## config.mk

```make
export PLATFORM = sky130hd
export DESIGN_NAME = spicard_blk_xfer
export DESIGN_NICKNAME = d
export VERILOG_FILES = /design/src/rtl/spicard_xfer_pkg.sv /design/src/rtl/spicard_crc16_acc.sv /design/src/rtl/spicard_poll_timer.sv /design/src/rtl/spicard_blk_xfer.sv
export SDC_FILE = /design/constraint.sdc
export NUM_CORES = 1
export LEC_CHECK = 0
export ABC_CLOCK_PERIOD_IN_PS = 6900
export BUFFER_PORTS_ARGS = -buffer_cell sky130_fd_sc_hd__buf_2
export CAP_MARGIN = 20
export CORE_AREA = 4 4 99 110
export CTS_BUF_LIST = sky130_fd_sc_hd__clkbuf_4 sky130_fd_sc_hd__clkbuf_8
export DETAILED_ROUTE_END_ITERATION = 16
export DIE_AREA = 0 0 103 114
export GPL_TIMING_DRIVEN = 1
export PLACE_DENSITY = 0.76
export SYNTH_ARGS = -nofsm -noshare
export SYNTH_HDL_FRONTEND = slang
export SYNTH_SLANG_ARGS = --single-unit
export TNS_END_PERCENT = 50
```

## constraint.sdc

```tcl
create_clock -name clk -period 6.9 [get_ports clk]
set_clock_uncertainty 0.2 [all_clocks]
set_input_delay 0.69 -clock clk [delete_from_list [all_inputs] [get_ports clk]]
set_output_delay 0.69 -clock clk [all_outputs]
set_load 0.02 [all_outputs]
```

## src/rtl/spicard_xfer_pkg.sv

```systemverilog
package spicard_xfer_pkg;

    localparam logic [7:0] TOK_FILL     = 8'hFF;
    localparam logic [7:0] TOK_START    = 8'hFE;
    localparam logic [7:0] TOK_MULTI_WR = 8'hFC;
    localparam logic [7:0] TOK_STOP     = 8'hFD;

    typedef enum logic [3:0] {
        ST_IDLE,
        ST_RD_HUNT,
        ST_RD_DATA,
        ST_RD_CRC,
        ST_RD_CHECK,
        ST_WR_TOKEN,
        ST_WR_DATA,
        ST_WR_CRC,
        ST_WR_RESP,
        ST_WR_BUSY,
        ST_WR_STOP,
        ST_STOP_GAP,
        ST_STOP_BUSY,
        ST_DONE
    } xfer_state_e;

    typedef enum logic [2:0] {
        ERR_NONE          = 3'd0,
        ERR_TOKEN_TIMEOUT = 3'd1,
        ERR_CARD_TOKEN    = 3'd2,
        ERR_RD_CRC        = 3'd3,
        ERR_WR_CRC        = 3'd4,
        ERR_WR_FAIL       = 3'd5,
        ERR_BUSY_TIMEOUT  = 3'd6,
        ERR_RESP_BAD      = 3'd7
    } xfer_err_e;

    // One byte of CRC16 (poly 0x1021), most significant bit first.
    function automatic logic [15:0] crc16_byte(input logic [15:0] c, input logic [7:0] d);
        logic [15:0] r;
        logic        fb;
        r = c;
        for (int i = 7; i >= 0; i--) begin
            fb = r[15] ^ d[i];
            r  = {r[14:0], 1'b0};
            if (fb) r = r ^ 16'h1021;
        end
        return r;
    endfunction

endpackage

```

## src/rtl/spicard_crc16_acc.sv

```systemverilog
module spicard_crc16_acc (
    input  logic        clk,
    input  logic        rst_n,
    input  logic        clr,
    input  logic        en,
    input  logic [7:0]  din,
    output logic [15:0] crc
);
    import spicard_xfer_pkg::*;

    always_ff @(posedge clk or negedge rst_n) begin
        if (!rst_n) begin
            crc <= '0;
        end else if (clr) begin
            crc <= '0;
        end else if (en) begin
            crc <= crc16_byte(crc, din);
        end
    end

endmodule

```

## src/rtl/spicard_poll_timer.sv

```systemverilog
module spicard_poll_timer #(
    parameter int W = 8
) (
    input  logic         clk,
    input  logic         rst_n,
    input  logic         clr,
    input  logic         tick,
    input  logic [W-1:0] limit,
    output logic         last
);
    logic [W-1:0] cnt_q;

    always_ff @(posedge clk or negedge rst_n) begin
        if (!rst_n) begin
            cnt_q <= '0;
        end else if (clr) begin
            cnt_q <= '0;
        end else if (tick) begin
            cnt_q <= cnt_q + W'(1);
        end
    end

    assign last = (cnt_q == limit - W'(1));

    AST_POLL_BOUND: assert property (@(posedge clk) disable iff (!rst_n)
        cnt_q < limit);

endmodule

```

## src/rtl/spicard_blk_xfer.sv

```systemverilog
module spicard_blk_xfer #(
    parameter int LEN_W       = 12,
    parameter int CNT_W       = 8,
    parameter int TOKEN_POLLS = 256,
    parameter int BUSY_POLLS  = 4096
) (
    input  logic             clk,
    input  logic             rst_n,
    input  logic             op_start,
    input  logic             op_write,
    input  logic             op_multi,
    input  logic [CNT_W-1:0] op_blocks,
    input  logic [LEN_W-1:0] blk_len,
    output logic             op_busy,
    output logic             op_done,
    output logic [2:0]       op_err,
    output logic             cs_n,
    output logic             xb_req,
    output logic [7:0]       xb_tx,
    input  logic             xb_done,
    input  logic [7:0]       xb_rx,
    input  logic [7:0]       wr_data,
    output logic             wr_take,
    output logic             rd_valid,
    output logic [7:0]       rd_data
);
    import spicard_xfer_pkg::*;

    localparam int MAX_POLLS = (TOKEN_POLLS > BUSY_POLLS) ? TOKEN_POLLS : BUSY_POLLS;
    localparam int POLL_W    = $clog2(MAX_POLLS + 1);

    xfer_state_e      state_q, state_d;
    xfer_err_e        err_q, err_d;
    logic             waiting_q, waiting_d;
    logic             wr_q, multi_q, cs_n_q;
    logic [LEN_W-1:0] len_q;
    logic [LEN_W-1:0] byte_cnt_q, byte_cnt_d;
    logic [CNT_W-1:0] blk_left_q, blk_left_d;

    logic             byte_state, issue, got, last_byte;
    logic             crc_clr, crc_en;
    logic [7:0]       crc_din;
    logic [15:0]      crc_val;
    logic             poll_clr, poll_tick, poll_last;
    logic [POLL_W-1:0] poll_limit;

    assign byte_state = !(state_q inside {ST_IDLE, ST_RD_CHECK, ST_DONE});
    assign issue      = byte_state && !waiting_q;
    assign got        = waiting_q && xb_done;
    assign last_byte  = (byte_cnt_q == len_q - LEN_W'(1));
    assign poll_limit = (state_q inside {ST_WR_BUSY, ST_STOP_BUSY}) ?
                        POLL_W'(BUSY_POLLS) : POLL_W'(TOKEN_POLLS);
    assign poll_clr   = (state_d != state_q);

    spicard_crc16_acc u_crc (
        .clk   (clk),
        .rst_n (rst_n),
        .clr   (crc_clr),
        .en    (crc_en),
        .din   (crc_din),
        .crc   (crc_val)
    );

    spicard_poll_timer #(.W(POLL_W)) u_poll (
        .clk   (clk),
        .rst_n (rst_n),
        .clr   (poll_clr),
        .tick  (poll_tick),
        .limit (poll_limit),
        .last  (poll_last)
    );

    // State and data registers
    always_ff @(posedge clk or negedge rst_n) begin
        if (!rst_n) begin
            state_q    <= ST_IDLE;
            err_q      <= ERR_NONE;
            waiting_q  <= 1'b0;
            wr_q       <= 1'b0;
            multi_q    <= 1'b0;
            cs_n_q     <= 1'b1;
            len_q      <= '0;
            byte_cnt_q <= '0;
            blk_left_q <= '0;
        end else begin
            state_q    <= state_d;
            err_q      <= err_d;
            waiting_q  <= waiting_d;
            cs_n_q     <= (state_d == ST_IDLE);
            byte_cnt_q <= byte_cnt_d;
            blk_left_q <= blk_left_d;
            if (state_q == ST_IDLE && op_start) begin
                wr_q    <= op_write;
                multi_q <= op_multi;
                len_q   <= blk_len;
            end
        end
    end

    // Next state and outputs
    always_comb begin
        state_d    = state_q;
        err_d      = err_q;
        byte_cnt_d = byte_cnt_q;
        blk_left_d = blk_left_q;
        waiting_d  = waiting_q;
        xb_tx      = TOK_FILL;
        wr_take    = 1'b0;
        rd_valid   = 1'b0;
        crc_clr    = 1'b0;
        crc_en     = 1'b0;
        crc_din    = xb_rx;
        poll_tick  = 1'b0;

        if (issue) waiting_d = 1'b1;
        else if (got) waiting_d = 1'b0;

        unique case (state_q)
            ST_IDLE: begin
                if (op_start) begin
                    state_d    = op_write ? ST_WR_TOKEN : ST_RD_HUNT;
                    blk_left_d = op_multi ? op_blocks : CNT_W'(1);
                    byte_cnt_d = '0;
                    crc_clr    = 1'b1;
                end
            end
            ST_RD_HUNT: begin
                if (got) begin
                    if (xb_rx == TOK_START) begin
                        state_d    = ST_RD_DATA;
                        byte_cnt_d = '0;
                    end else if (xb_rx[7:4] == 4'h0 && xb_rx[3:0] != 4'h0) begin
                        err_d   = ERR_CARD_TOKEN;
                        state_d = ST_DONE;
                    end else if (poll_last) begin
                        err_d   = ERR_TOKEN_TIMEOUT;
                        state_d = ST_DONE;
                    end else begin
                        poll_tick = 1'b1;
                    end
                end
            end
            ST_RD_DATA: begin
                if (got) begin
                    rd_valid = 1'b1;
                    crc_en   = 1'b1;
                    if (last_byte) begin
                        state_d    = ST_RD_CRC;
                        byte_cnt_d = '0;
                    end else begin
                        byte_cnt_d = byte_cnt_q + LEN_W'(1);
                    end
                end
            end
            ST_RD_CRC: begin
                if (got) begin
                    crc_en = 1'b1;
                    if (byte_cnt_q[0]) state_d = ST_RD_CHECK;
                    else byte_cnt_d = LEN_W'(1);
                end
            end
            ST_RD_CHECK: begin
                if (crc_val != 16'h0000) begin
                    err_d   = ERR_RD_CRC;
                    state_d = ST_DONE;
                end else if (blk_left_q == CNT_W'(1)) begin
                    err_d   = ERR_NONE;
                    state_d = ST_DONE;
                end else begin
                    blk_left_d = blk_left_q - CNT_W'(1);
                    crc_clr    = 1'b1;
                    state_d    = ST_RD_HUNT;
                end
            end
            ST_WR_TOKEN: begin
                xb_tx   = multi_q ? TOK_MULTI_WR : TOK_START;
                crc_clr = 1'b1;
                if (got) begin
                    state_d    = ST_WR_DATA;
                    byte_cnt_d = '0;
                end
            end
            ST_WR_DATA: begin
                xb_tx = wr_data;
                if (issue) begin
                    wr_take = 1'b1;
                    crc_en  = 1'b1;
                    crc_din = wr_data;
                end
                if (got) begin
                    if (last_byte) begin
                        state_d    = ST_WR_CRC;
                        byte_cnt_d = '0;
                    end else begin
                        byte_cnt_d = byte_cnt_q + LEN_W'(1);
                    end
                end
            end
            ST_WR_CRC: begin
                xb_tx = byte_cnt_q[0] ? crc_val[7:0] : crc_val[15:8];
                if (got) begin
                    if (byte_cnt_q[0]) state_d = ST_WR_RESP;
                    else byte_cnt_d = LEN_W'(1);
                end
            end
            ST_WR_RESP: begin
                if (got) begin
                    if (!xb_rx[4] && xb_rx[0]) begin
                        state_d = ST_DONE;
                        unique case (xb_rx[3:1])
                            3'b010:  state_d = ST_WR_BUSY;
                            3'b101:  err_d = ERR_WR_CRC;
                            3'b110:  err_d = ERR_WR_FAIL;
                            default: err_d = ERR_RESP_BAD;
                        endcase
                    end else if (poll_last) begin
                        err_d   = ERR_RESP_BAD;
                        state_d = ST_DONE;
                    end else begin
                        poll_tick = 1'b1;
                    end
                end
            end
            ST_WR_BUSY: begin
                if (got) begin
                    if (xb_rx != 8'h00) begin
                        if (blk_left_q != CNT_W'(1)) begin
                            blk_left_d = blk_left_q - CNT_W'(1);
                            state_d    = ST_WR_TOKEN;
                        end else if (multi_q) begin
                            state_d = ST_WR_STOP;
                        end else begin
                            err_d   = ERR_NONE;
                            state_d = ST_DONE;
                        end
                    end else if (poll_last) begin
                        err_d   = ERR_BUSY_TIMEOUT;
                        state_d = ST_DONE;
                    end else begin
                        poll_tick = 1'b1;
                    end
                end
            end
            ST_WR_STOP: begin
                xb_tx = TOK_STOP;
                if (got) state_d = ST_STOP_GAP;
            end
            ST_STOP_GAP: begin
                if (got) state_d = ST_STOP_BUSY;
            end
            ST_STOP_BUSY: begin
                if (got) begin
                    if (xb_rx != 8'h00) begin
                        err_d   = ERR_NONE;
                        state_d = ST_DONE;
                    end else if (poll_last) begin
                        err_d   = ERR_BUSY_TIMEOUT;
                        state_d = ST_DONE;
                    end else begin
                        poll_tick = 1'b1;
                    end
                end
            end
            ST_DONE: begin
                state_d = ST_IDLE;
            end
            default: begin
                state_d = ST_IDLE;
            end
        endcase
    end

    assign xb_req  = issue;
    assign op_busy = (state_q != ST_IDLE);
    assign op_done = (state_q == ST_DONE);
    assign op_err  = err_q;
    assign cs_n    = cs_n_q;
    assign rd_data = xb_rx;

    AST_IDLE_CS_HIGH: assert property (@(posedge clk) disable iff (!rst_n)
        !op_busy |-> cs_n);
    AST_REQ_CS_LOW: assert property (@(posedge clk) disable iff (!rst_n)
        xb_req |-> !cs_n);
    AST_REQ_SPACED: assert property (@(posedge clk) disable iff (!rst_n)
        xb_req |=> !xb_req);
    AST_START_CS: assert property (@(posedge clk) disable iff (!rst_n)
        (op_start && !op_busy) |=> !cs_n);
    AST_RD_SINGLE: assert property (@(posedge clk) disable iff (!rst_n)
        rd_valid |=> !rd_valid);
    AST_TAKE_WITH_REQ: assert property (@(posedge clk) disable iff (!rst_n)
        wr_take |-> (xb_req && wr_q));
    AST_DONE_PULSE: assert property (@(posedge clk) disable iff (!rst_n)
        op_done |=> !op_done);
    AST_ERR_HOLD: assert property (@(posedge clk) disable iff (!rst_n)
        (!op_busy && !op_start) |=> $stable(op_err));

endmodule

```

# Yosys cells after proc, flatten, opt, wreduce, memory -nomap -nowiden
# Index checks and enable logic that the tools add are counted.
[word_totals]
reg_bits = 71
out_inout_bits = 25
[classes]
n_addsub = 5
eq_ne = 43
mux = 116
bitwise_logic = 16
reduce_logical = 31
[op_table]
columns = ["op", "count"]
rows = [
  ["16-bit two-way mux", 16],
  ["13-bit two-way mux", 11],
  ["4-bit two-way mux", 25],
  ["12-bit two-way mux", 8],
  ["8-bit two-way mux", 10],
  ["12-bit one-hot mux with 5 select lines", 1],
  ["3-bit two-way mux", 19],
  ["4-bit one-hot mux with 13 select lines", 1],
  ["8-bit one-hot mux with 4 select lines", 1],
  ["4-bit equality test (second input constant)", 6],
  ["3-bit NOT", 8],
  ["8-bit one-hot mux with 3 select lines", 1],
  ["2-bit inequality test (second input constant)", 11],
  ["1-bit two-way mux", 17],
  ["4-bit by 3-bit equality test with 1-bit output (second input constant)", 4],
  ["16-bit nonzero test", 1],
  ["3-bit inequality test (second input constant)", 5],
  ["3-bit one-hot mux with 5 select lines", 1],
  ["7-bit AND reduction", 2],
  ["13-bit by 1-bit adder with 13-bit output (second input constant)", 1],
  ["13-bit equality test", 1],
  ["13-bit by 1-bit subtractor with 13-bit output (second input constant)", 1],
  ["12-bit by 1-bit adder with 12-bit output (second input constant)", 1],
  ["12-bit equality test", 1],
  ["28 further kinds", 58],
]

# Logic depth before layout (Yosys ltp)
[logic_depth]
depth_word = 38
ltp_mapped = 12
depth_no_buf = 9

# Cells and area by module
# Synthesis repeated with hierarchy kept, for this count alone.
[unflattened]
cells_unflattened = 655
hier_area_um2 = 5785.5
[modules_own_cells]
columns = ["module", "instances", "cells_per_inst", "area_per_inst_um2", "seq_area_each_um2"]
rows = [
  ["spicard_blk_xfer", 1, 455, 3711.1, 1052.3],
  ["spicard_crc16_acc", 1, 79, 1043.5, 400.4],
  ["spicard_poll_timer", 1, 121, 1031.0, 325.3],
]

# Least setup slack after synthesis
# Ideal clock, no wire load.
[synth_path]
path_kind = "reg2reg"
start = "register len_q[0]"
end = "register byte_cnt_q[6]"
setup_time_ns = 0.121
arrival_ns = 2.705
required_time_ns = 6.579
slack_ns = 3.874
path_stages_with_launch = 13
path_buffers = 3
synth_period_minus_slack_ns = 3.026
cell_sequence = "dfrtp_1 clkbuf_1 inv_1 ha_1 clkbuf_1 or3b_1 a2111oi_0 a211oi_1 a22oi_1 a31o_1 buf_2 o21ai_1 a22o_1"
[synth_via]
elab_chain_len = 5
[synth_rtl]
columns = ["element", "line_no", "text"]
rows = [
  ["from (decl)", "spicard_blk_xfer.sv:36", "logic [LEN_W-1:0] len_q;"],
  ["from (signal assigned)", "spicard_blk_xfer.sv:95", "len_q <= blk_len;"],
  ["12-bit by 1-bit subtractor with 12-bit output", "spicard_blk_xfer.sv:50", "assign last_byte = (byte_cnt_q == len_q - LEN_W'(1));"],
  ["12-bit equality test", "spicard_blk_xfer.sv:50", ""],
  ["12-bit two-way mux", "spicard_blk_xfer.sv:147, spicard_blk_xfer.sv:191", ""],
  ["12-bit two-way mux", "spicard_blk_xfer.sv:144", "if (got) begin"],
  ["12-bit one-hot mux with 5 select lines", "spicard_blk_xfer.sv:118", "unique case (state_q)"],
  ["to (signal assigned)", "spicard_blk_xfer.sv:90", "byte_cnt_q <= byte_cnt_d;"],
  ["to (decl)", "spicard_blk_xfer.sv:37", "logic [LEN_W-1:0] byte_cnt_q, byte_cnt_d;"],
]
# Every way passes these cells. The select of a mux whose other input is x is not followed.
# A chain may end at the register's enable or synchronous reset.

# Worst setup path in the final report
[layout_path]
start = "register len_q[0]"
end = "register byte_cnt_q[11]"
# Same word-level chain as after synthesis.

==> impl_metrics.env <==
export IMPL_relSlewSlack=0.377
export IMPL_irDropWorstVdd_uv=269
export IMPL_drive_gt1_frac=0.183
export IMPL_synthTopCellsByArea="dfrtp_1 (33%), nand2_1 (4.3%), xnor2_1 (4.1%), xor2_1 (3.9%), mux2i_1 (3.7%)"
export IMPL_ys_warn_count=0
export IMPL_syn_area_per_cell_um2=8.49
export IMPL_arrival_ps=3450
export IMPL_cts_max_level=3
export IMPL_grt_max_degree=72
export IMPL_dp_hpwl_mm=10.4
export IMPL_globalplace_congestion=1.02
export IMPL_post_cts_resized=0
export IMPL_netlist_area_um2=5380
export IMPL_grt_total_usage=0.258
export IMPL_yosysTopAreaCellShare=0.326
export IMPL_grt_pass1_wl_mm=24.3
export IMPL_path_class="flip-flop to flip-flop"
export IMPL_p_leak_nw=2.44
export IMPL_reg2regPathDepth=9
export IMPL_syn_inst=634
export IMPL_cts_tree="done"
export IMPL_cp_data_required_time_ps=6950
export IMPL_cts_sinks=71
export IMPL_status="complete, no violations"
export IMPL_fmax_mhz=294
export IMPL_dieArea_um2=11700
export IMPL_vias=5130
export IMPL_wl_mm=14.4
export IMPL_met1_length_mm=6.42
export IMPL_synth_seq_cells=71
export IMPL_viasPerCell=6.44
export IMPL_ys_types=78
export IMPL_wl_met2_mm=6.79
export IMPL_num_nets_final=718
export IMPL_dpl_cell_area_um2=5690
export IMPL_cts_setup_buffers=0
export IMPL_final_common_cell="dfrtp_1"
export IMPL_layout_worst_path_cycle_share=0.493
export IMPL_ys_flop_type="dfrtp_1"
export IMPL_cts_buffers=9
export IMPL_setup_viol=0
export IMPL_root_buffer="clkbuf_8"
export IMPL_ys_seq_area_frac=0.330
export IMPL_nFillCells=871
export IMPL_area_delta_synth_final_pct=9.40
export IMPL_drcViolationCount=0
export IMPL_min_period_ps=3400
export IMPL_synth_edff_count=0
export IMPL_cap_violations=0
export IMPL_antenna_found_initial=0
export IMPL_initial_core_util=0.549
export IMPL_rsz0062_at_grt="no"
export IMPL_hold_path_class="flip-flop to flip-flop"
export IMPL_cts_path_max_buffers=2
export IMPL_highest_layer="met4"
export IMPL_final_cell_mix="dfrtp_1 (70), buf_2 (66), nand2_1 (61), nor2_1 (49), o21ai_0 (31)"
export IMPL_core_um2=9790
export IMPL_cp_max_fo=11
export IMPL_rows=38
export IMPL_worstMarginPinSlew_ps=934
export IMPL_min_path_cells=1
export IMPL_clk_pin_slew_ps=80
export IMPL_wl_per_cell_um=18.1
export IMPL_startpoint_type="flip-flop"
export IMPL_io_buffer_count=66
export IMPL_holdBufCountCts=0
export IMPL_finalHoldViolations=0
export IMPL_met3_length_um=879
export IMPL_clock_latency_ps=360
export IMPL_final_area_um2=5890
export IMPL_pin_count=67
export IMPL_worstSetupEndpointType="flip-flop"
export IMPL_synth_area_leader_cell="dfrtp_1"
export IMPL_overflow=0
export IMPL_async_reset_ff_frac=1.00
export IMPL_synthesis_nets=681
export IMPL_grt_pass1_vias=4962
export IMPL_drv_slew=0
export IMPL_diodes=0
export IMPL_whs_ps=315
export IMPL_rrSetupSlack_ps=3500
export IMPL_power_density_nw_per_um2=404
export IMPL_ant_nets=0
export IMPL_die_w_um=103
export IMPL_dr_pass1_iters=5
export IMPL_setup_tns_ps=0
export IMPL_die_y_um=114
export IMPL_dr_first_iter_drc_count=401
state kept, by name, indices dropped and copies added (netlist names):
| name | flops |
|---|---|
| multi_q | 1 |
| state_q | 4 |
| blk_left_q | 8 |
| len_q | 12 |
| u_crc.crc | 16 |
| cs_n | 1 |
| byte_cnt_q | 12 |
| op_err | 3 |
| waiting_q | 1 |
| u_poll.cnt_q | 13 |
critical path, cell delays in order (launching register included):
cell,delay (ps)
dfrtp_1,560
inv_1,90
ha_1,330
or3b_1,410
a2111oi_0,450
a211oi_1,120
a22oi_1,280
a31o_1,440
nor2_2,150
a22o_1,260
cells by family (layout without fill, tap and decap cells):
logic type               count (synthesis)  count (layout)  share of synthesized area
adder cells (fa/ha/maj)                  5               5                     0.0116
AND/OR/NAND/NOR                        257             257                      0.260
buffers and inverters                   61             103                     0.0505
AO/OA/AOI/OAI                          158             158                      0.203
flip-flops                              71              71                      0.330
XOR/XNOR                                49              49                     0.0798
multiplexers                            33              33                     0.0644
synthesized netlist by cell type (6+ instances only):
cell / n
a211oi_1: 7
a21oi_1: 15
a22o_1: 15
a31oi_1: 10
and3_1: 11
buf_4: 10
clkbuf_1: 31
dfrtp_1: 70
inv_1: 13
mux2_2: 13
mux2i_1: 20
nand2_1: 61
nand2b_1: 6
nand3_1: 15
nand4_1: 16
nor2_1: 49
nor2b_1: 12
nor3_1: 25
nor3_2: 10
nor4_1: 13
o21ai_0: 31
o21ai_1: 21
o31ai_1: 6
xnor2_1: 25
xor2_1: 24
where the power goes:
part	switching, mW	total (mW)	internal (mW)
combinational	0.795	1.31	0.517
clock	0.174	0.326	0.153
sequential	0.200	0.737	0.537
per-stage QoR:
step	total power [mW]	setup slack, ps	cells	util
floorplan	1.74	3870	634	-
global placement	1.99	3660	779	0.581
detailed placement	2.03	3520	780	0.581
CTS	2.36	3490	796	0.601
global route	2.56	3270	796	0.601
finish	2.38	3500	796	0.601
worst paths after layout:
path                                    to  startpoint
min reg2reg                      op_err[0]   op_err[0]
max                         byte_cnt_q[11]    len_q[0]
min in group asynchronous    byte_cnt_q[6]       rst_n
max reg2reg                 byte_cnt_q[11]    len_q[0]
max in group asynchronous  u_poll.cnt_q[6]       rst_n
min                              op_err[0]   op_err[0]
cell type report:
cell class	count	area, um2	area share
Clock buffer	11	151	0.0257
Clock inverter	5	40.0	0.00680
Sequential cell	71	1780	0.302
Inverter	14	52.6	0.00893
Timing Repair Buffer	73	383	0.0651
Multi-Input combinational cell	502	3330	0.566
Tap cell	120	150	0.0255
metal layers:
metal / vias up / track usage
li1: 2418 / -
met1: 2479 / 0.350
met2: 205 / 0.406
met3: 28 / 0.0526
met4: 0 / 0.0967
met5: - / 0
(Power assumes the default switching activity.)
